### config.mk
export PLATFORM = sky130hd
export DESIGN_NAME = cpl_reorder
export DESIGN_NICKNAME = d
export VERILOG_FILES = /design/src/rtl/cro_pkg.sv /design/src/rtl/cro_tag_lane.sv /design/src/rtl/cro_order_queue.sv /design/src/rtl/cpl_reorder.sv
export SDC_FILE = /design/constraint.sdc
export NUM_CORES = 2
export LEC_CHECK = 0
export CAP_MARGIN = 40
export CORE_ASPECT_RATIO = 0.7
export CORE_MARGIN = 4
export CORE_UTILIZATION = 50
export CTS_CLUSTER_DIAMETER = 40
export DETAILED_ROUTE_END_ITERATION = 6
export MAX_ROUTING_LAYER = met4
export PLACE_DENSITY = 0.72
export SETUP_SLACK_MARGIN = 0.05
export SLEW_MARGIN = 20
export SYNTH_ARGS = -nofsm -noshare
export SYNTH_HDL_FRONTEND = slang
export SYNTH_MEMORY_MAX_BITS = 65536
export SYNTH_SLANG_ARGS = --single-unit
### constraint.sdc
create_clock -name clk -period 12.5 [get_ports clk]
set_input_delay 1.25 -clock clk [delete_from_list [all_inputs] [get_ports clk]]
set_output_delay 1.25 -clock clk [all_outputs]
set_load 0.005 [all_outputs]
### src/rtl/cro_pkg.sv
package cro_pkg;

   // Life cycle of one tag lane
   typedef enum logic [1:0] {
      LANE_FREE  = 2'd0,   // tag unused
      LANE_FILL  = 2'd1,   // read open, bytes still missing
      LANE_READY = 2'd2    // all bytes held, waiting to drain
   } lane_state_t;

endpackage

### src/rtl/cro_tag_lane.sv
module cro_tag_lane
   import cro_pkg::*;
#(
   parameter int DW     = 32,
   parameter int DEPTH  = 16,
   parameter int BYTE_W = 7,
   parameter int BPB    = 4
)(
   input  logic              clk,
   input  logic              rst_n,
   input  logic              alloc_i,
   input  logic [BYTE_W-1:0] exp_bytes_i,
   input  logic              push_i,
   input  logic [DW-1:0]     push_data_i,
   input  logic              pop_i,
   output logic [DW-1:0]     pop_data_o,
   output lane_state_t       state_o,
   output logic              fills_o,
   output logic              last_o
);

   localparam int PTR_W = $clog2(DEPTH);
   localparam int CNT_W = $clog2(DEPTH + 1);

   logic [DW-1:0]     mem [DEPTH];
   logic [PTR_W-1:0]  wr_ptr, rd_ptr;
   logic [CNT_W-1:0]  fill_cnt;
   logic [BYTE_W-1:0] rx_bytes, exp_bytes;
   logic [BYTE_W:0]   rx_sum;
   lane_state_t       state;

   // byte total after one more beat; equal to the target means this beat completes the read
   assign rx_sum     = {1'b0, rx_bytes} + (BYTE_W+1)'(BPB);
   assign fills_o    = (rx_sum == {1'b0, exp_bytes});
   assign last_o     = (fill_cnt == CNT_W'(1));
   assign pop_data_o = mem[rd_ptr];
   assign state_o    = state;

   always_ff @(posedge clk) begin
      if (push_i) mem[wr_ptr] <= push_data_i;
   end

   always_ff @(posedge clk) begin
      if (!rst_n) begin
         state     <= LANE_FREE;
         wr_ptr    <= '0;
         rd_ptr    <= '0;
         fill_cnt  <= '0;
         rx_bytes  <= '0;
         exp_bytes <= '0;
      end else begin
         if (alloc_i) begin
            rx_bytes  <= '0;
            exp_bytes <= exp_bytes_i;
            state     <= LANE_FILL;
         end
         if (push_i) begin
            wr_ptr   <= wr_ptr + 1'b1;
            rx_bytes <= rx_sum[BYTE_W-1:0];
            if (fills_o) state <= LANE_READY;
         end
         if (pop_i) begin
            rd_ptr <= rd_ptr + 1'b1;
            if (last_o) state <= LANE_FREE;
         end
         // push happens only while filling, pop only when ready: never both
         if (push_i && !pop_i)      fill_cnt <= fill_cnt + 1'b1;
         else if (pop_i && !push_i) fill_cnt <= fill_cnt - 1'b1;
      end
   end

endmodule

### src/rtl/cro_order_queue.sv
module cro_order_queue #(
   parameter int NTAG  = 8,
   parameter int TAG_W = 3
)(
   input  logic             clk,
   input  logic             rst_n,
   input  logic             push_i,
   input  logic [TAG_W-1:0] tag_i,
   input  logic             pop_i,
   output logic [TAG_W-1:0] head_o,
   output logic             empty_o,
   output logic             full_o
);

   logic [TAG_W-1:0] slot [NTAG];
   logic [TAG_W-1:0] wp, rp;
   logic [TAG_W:0]   used;

   assign head_o  = slot[rp];
   assign empty_o = (used == '0);
   assign full_o  = (used == (TAG_W+1)'(NTAG));

   always_ff @(posedge clk) begin
      if (push_i) slot[wp] <= tag_i;
   end

   always_ff @(posedge clk) begin
      if (!rst_n) begin
         wp   <= '0;
         rp   <= '0;
         used <= '0;
      end else begin
         if (push_i) wp <= wp + 1'b1;
         if (pop_i)  rp <= rp + 1'b1;
         if (push_i && !pop_i)      used <= used + 1'b1;
         else if (pop_i && !push_i) used <= used - 1'b1;
      end
   end

endmodule

### src/rtl/cpl_reorder.sv
module cpl_reorder
   import cro_pkg::*;
#(
   parameter  int NTAG   = 8,
   parameter  int DW     = 32,
   parameter  int DEPTH  = 16,
   localparam int TAG_W  = $clog2(NTAG),
   localparam int BPB    = DW / 8,
   localparam int BYTE_W = $clog2(DEPTH * BPB + 1)
)(
   input  logic              clk,
   input  logic              rst_n,
   input  logic              req_valid,
   input  logic [BYTE_W-1:0] req_bytes,
   output logic              req_ready,
   output logic [TAG_W-1:0]  req_tag,
   input  logic              cpl_valid,
   output logic              cpl_ready,
   input  logic [TAG_W-1:0]  cpl_tag,
   input  logic [DW-1:0]     cpl_data,
   input  logic              cpl_eop,
   input  logic              cpl_eoc,
   output logic              out_valid,
   input  logic              out_ready,
   output logic [TAG_W-1:0]  out_tag,
   output logic [DW-1:0]     out_data,
   output logic              out_last,
   output logic              err_o
);

   // elaboration-time parameter checks
   if (NTAG < 2 || (NTAG & (NTAG - 1)) != 0) begin : g_bad_ntag
      $error("cpl_reorder: NTAG must be a power of two, at least 2");
   end
   if (DEPTH < 2 || (DEPTH & (DEPTH - 1)) != 0) begin : g_bad_depth
      $error("cpl_reorder: DEPTH must be a power of two, at least 2");
   end
   if (DW < 8 || (DW % 8) != 0) begin : g_bad_dw
      $error("cpl_reorder: DW must be a whole number of bytes");
   end

   lane_state_t      lane_st   [NTAG];
   logic [DW-1:0]    lane_data [NTAG];
   logic [NTAG-1:0]  busy, filling, done, fills, lastb;
   logic [NTAG-1:0]  alloc_vec, push_vec, pop_vec;
   logic [TAG_W-1:0] free_tag, q_head;
   logic             q_empty, q_full;
   logic             req_fire, cpl_accept, cpl_bad, out_fire, err_q;

   // ---- tag grant: lowest free lane ----
   always_comb begin
      free_tag = '0;
      for (int i = NTAG - 1; i >= 0; i--) begin
         if (!busy[i]) free_tag = TAG_W'(i);
      end
   end

   assign req_ready = !q_full;
   assign req_tag   = free_tag;
   assign req_fire  = req_valid && req_ready;

   // ---- completion steering ----
   assign cpl_ready  = 1'b1;
   assign cpl_accept = cpl_valid && filling[cpl_tag];
   assign cpl_bad    = cpl_accept && ((cpl_eoc != fills[cpl_tag]) || (cpl_eoc && !cpl_eop));

   always_ff @(posedge clk) begin
      if (!rst_n) err_q <= 1'b0;
      else if ((cpl_valid && !cpl_accept) || cpl_bad) err_q <= 1'b1;
   end
   assign err_o = err_q;

   // ---- ordered drain ----
   assign out_valid = !q_empty && done[q_head];
   assign out_tag   = q_head;
   assign out_data  = lane_data[q_head];
   assign out_last  = lastb[q_head];
   assign out_fire  = out_valid && out_ready;

   always_comb begin
      alloc_vec = '0;
      push_vec  = '0;
      pop_vec   = '0;
      if (req_fire)   alloc_vec[free_tag] = 1'b1;
      if (cpl_accept) push_vec[cpl_tag]   = 1'b1;
      if (out_fire)   pop_vec[q_head]     = 1'b1;
   end

   cro_order_queue #(.NTAG(NTAG), .TAG_W(TAG_W)) u_order (
      .clk     (clk),
      .rst_n   (rst_n),
      .push_i  (req_fire),
      .tag_i   (free_tag),
      .pop_i   (out_fire && out_last),
      .head_o  (q_head),
      .empty_o (q_empty),
      .full_o  (q_full)
   );

   for (genvar g = 0; g < NTAG; g++) begin : g_lane
      cro_tag_lane #(.DW(DW), .DEPTH(DEPTH), .BYTE_W(BYTE_W), .BPB(BPB)) u_lane (
         .clk         (clk),
         .rst_n       (rst_n),
         .alloc_i     (alloc_vec[g]),
         .exp_bytes_i (req_bytes),
         .push_i      (push_vec[g]),
         .push_data_i (cpl_data),
         .pop_i       (pop_vec[g]),
         .pop_data_o  (lane_data[g]),
         .state_o     (lane_st[g]),
         .fills_o     (fills[g]),
         .last_o      (lastb[g])
      );
      assign busy[g]    = (lane_st[g] != LANE_FREE);
      assign filling[g] = (lane_st[g] == LANE_FILL);
      assign done[g]    = (lane_st[g] == LANE_READY);
   end

endmodule

==> results.md <==
- Outcome: finished, final reports clean
- Mapped Avg Cell Area: 22.41 um^2
- CP arrival: 5.90 ns
- GRT Total Usage: 26.15%
- Setup TNS Final: 0 ns
- Drt total wl: 441200 um
- CTS tree: built
- Critical Path Source Type: flip-flop
- Share of layout cells above drive strength 1: 29.80%
- Congestion Overflow GR: 0
- Post-Syn Area: 0.1687 mm^2
- RSZ-0062 raised after global routing: no
- Sequential area share after synthesis: 76.45%
- Ys async rst share: 0%
- Reg clk slew, reported paths: 0.06 ns
- Layout net count: 8091
- CP endpoint kind: output pin
- Leak pwr: 58.15 nW
- Global-route wire length before repair: 622600 um
- Hold buffer count at CTS: 0
- Post-synthesis net count: 7662
- Mapped Cells: 7527
- CTS Buf Count: 427
- Post-synth cell types: 77
- Clock power frac: 42.4%
- Clock Path Buffers: 4
- Synthesized flop and latch total: 4382
- Setup Crit Path Kind: reg -> out
- Comb pwr share: 5.4%
- Max Freq: 139.8 MHz
- Post-CTS sizing: 0
- VDD IR-drop max: 0.1394 mV
- Core Rows: 178
- Worst-margin pin slew: 1.272 ns
- Remaining DRCs: 0
- Via count: 83145
- Starting DRT DRC Count: 14320
- Drt wl/cell: 34.36 um
- Final hold violations: 0
- Slew Limit Fails: 0
- Post-synth EDFFs: 4120
- Worst Hold Slack: 0.4544 ns
- H-tree levels: 5
- Synth top area share: 73.34%
- Clk_lat worst skew: 0.96 ns
- Max-Slew Margin vs Limit: 15.23%
- Clk_skew: 0.09932 ns
- Period Utilization, post-route: 57.22%
- Max Fanout on Critical Path: 37
- Width of the die: 702.2 um
- HPWL Detailed: 243800 um
- Psw: 6.787 mW
- Largest net degree at the start of global routing: 106
- Vias in the first global route: 81849
- Final core occ: 57.18%
- Final ANT Viol Nets: 0
- Total of warnings raised by yosys: 0
- Top post-synthesis cells by area: edfxtp_1 73%, mux4_2 17%, dfxtp_1 3.1%, nor2_1 0.67%, ha_1 0.63%
- Reg power frac: 52.2%
- Dominant synthesized flop cell: edfxtp_1
- Pwr Density: 160.9 mW/mm^2
- Die area: 0.3469 mm^2
- Net Sw Frac: 21.96%
- Global placement routability congestion: 0.8535
- Post-synth top area cell: edfxtp_1
- Vias per cell: 6.475
- Initial DRT Pass Iterations: 6
- Port-buffer cells: 90
- Initial Utilization: 50.23%
- WP data required: 11.25 ns
- Hold Path Class: reg -> reg
- Minimum clock period: 7.153 ns
- Sinks on Clock Net: 4382
- P&R area growth vs syn: 13.86%
- Chip height: 494.0 um
- Initial antenna violation count: 32
- Core area: 0.3359 mm^2
- Root buffer cell: clkbuf_16
- Final setup violation count: 0
- Max-cap viol count: 0
- Int Power: 24.12 mW
- I/O Pins: 92
- Setup bufs post-CTS: 0
flip-flops by register name, indices dropped and copies added (netlist names), named ones only:
signal	flops
g_lane.u_lane.rd_ptr	32
err_o	1
g_lane.u_lane.mem	4096
g_lane.u_lane.fill_cnt	40
g_lane.u_lane.rx_bytes	40
u_order.rp	3
u_order.slot	24
u_order.used	4
g_lane.u_lane.state_o	16
u_order.wp	3
g_lane.u_lane.exp_bytes	56
g_lane.u_lane.wr_ptr	32
layer usage:
layer | part of all wire [%] | track usage, %
met5 | 0 | -
met4 | 3.4 | 7.528
met3 | 13 | 5.756
met2 | 46 | 38.46
met1 | 37 | 37.32
power by group through the flow:
stage	Combinational (mW)	Clock (mW)	Sequential [mW]
after floorplan	0.666	0	16.4
after global placement	1.56	0	16.4
after detailed placement	1.63	0	16.4
after CTS	1.64	13.2	16.1
after global routing	1.74	13.9	16.1
final	1.68	13.1	16.1
cell families after synthesis:
family,after synthesis,share of synthesized area (%)
AOI/OAI and AO/OA,345,1.351
xor gates and xnor gates,120,0.6231
adders and majority gates,86,0.6424
buffers and inverters,468,1.059
DFF,4382,76.45
muxes,1367,17.66
other,1,0.002223
and+or+nand+nor,758,2.207
layout make-up:
cell class                      instances  area [um^2]
Tap cell                             4500         5630
Timing Repair Buffer                  394         3973
Clock buffer                          513        11280
Antenna cell                           22        55.05
Inverter                               74        285.3
Fill cell                           23530       143800
Sequential cell                      4382       129000
Multi-Input combinational cell       2677        38810
Clock inverter                        279         2980
worst paths after layout:
| path | start | end | slack (ns) | depth (start not counted) |
|---|---|---|---|---|
| worst max register to register | flip-flop | u_order.used[3]$_SDFFE_PN0P_ | 7.08 | 16 |
| worst min-delay path | g_lane[3].u_lane.rd_ptr[3]$_SDFFE_PN0P_ | flip-flop | 0.45 | 2 |
| worst max-delay path | flip-flop | out_data[17] | 5.35 | 8 |
| worst min register to register | g_lane[3].u_lane.rd_ptr[3]$_SDFFE_PN0P_ | flip-flop | 0.45 | 2 |
per-stage QoR:
step | power [mW] | instances | setup WS, ns | area (um^2)
after floorplan | 17.08 | 7527 | 6.132 | 168700
after global placement | 18.01 | 11968 | 5.378 | 176500
after detailed placement | 18.07 | 12003 | 6.101 | 177100
after CTS | 31.00 | 12795 | 5.105 | 191400
after global routing | 31.76 | 12831 | 5.305 | 192000
final | 30.90 | 12841 | 5.347 | 192100
synth_stat cells, types with 19 or more instances:
cell type and count:
edfxtp_1 4120, mux4_2 1286, nor2_1 303, clkbuf_1 275, dfxtp_1 262, nand2_1 111, a21oi_1 107, a22oi_1 106
buf_1 103, ha_1 85, mux2i_1 78, inv_1 62, xor2_1 62, xnor2_1 58, nand3_1 54, nand4_1 52
nor3_1 49, o21ai_0 31, or3_1 30, nand2b_1 26, nor4_1 24, and2_1 23, nand3b_1 19
worst max-delay path, cell delays in order (launching register included):
cell and delay, ns:
dfxtp_4 0.70, buf_4 0.49, buf_4 0.49, buf_12 0.29, mux4_2 0.34, mux4_2 0.59, a22oi_1 0.86, nand4_1 0.51
clkdlybuf4s50_1 0.59
layout by cell type (no fill, tap or decap), drive strengths merged, types with 30 or more instances in the layout:
master         instances
bufinv                48
or3                   30
ha                    85
nor2                 303
nand3                 54
clkdlybuf4s50         58
clkbuf               513
xor2                  62
nand2                111
o21ai                 39
nand4                 52
nor3                  50
dfxtp                262
clkinvlp              37
mux2i                 80
clkinv               156
mux4                1286
buf                  336
a21oi                107
a22oi                106
xnor2                 58
inv                  112
edfxtp              4120
No activity file was read; power rests on OpenSTA's default activity.
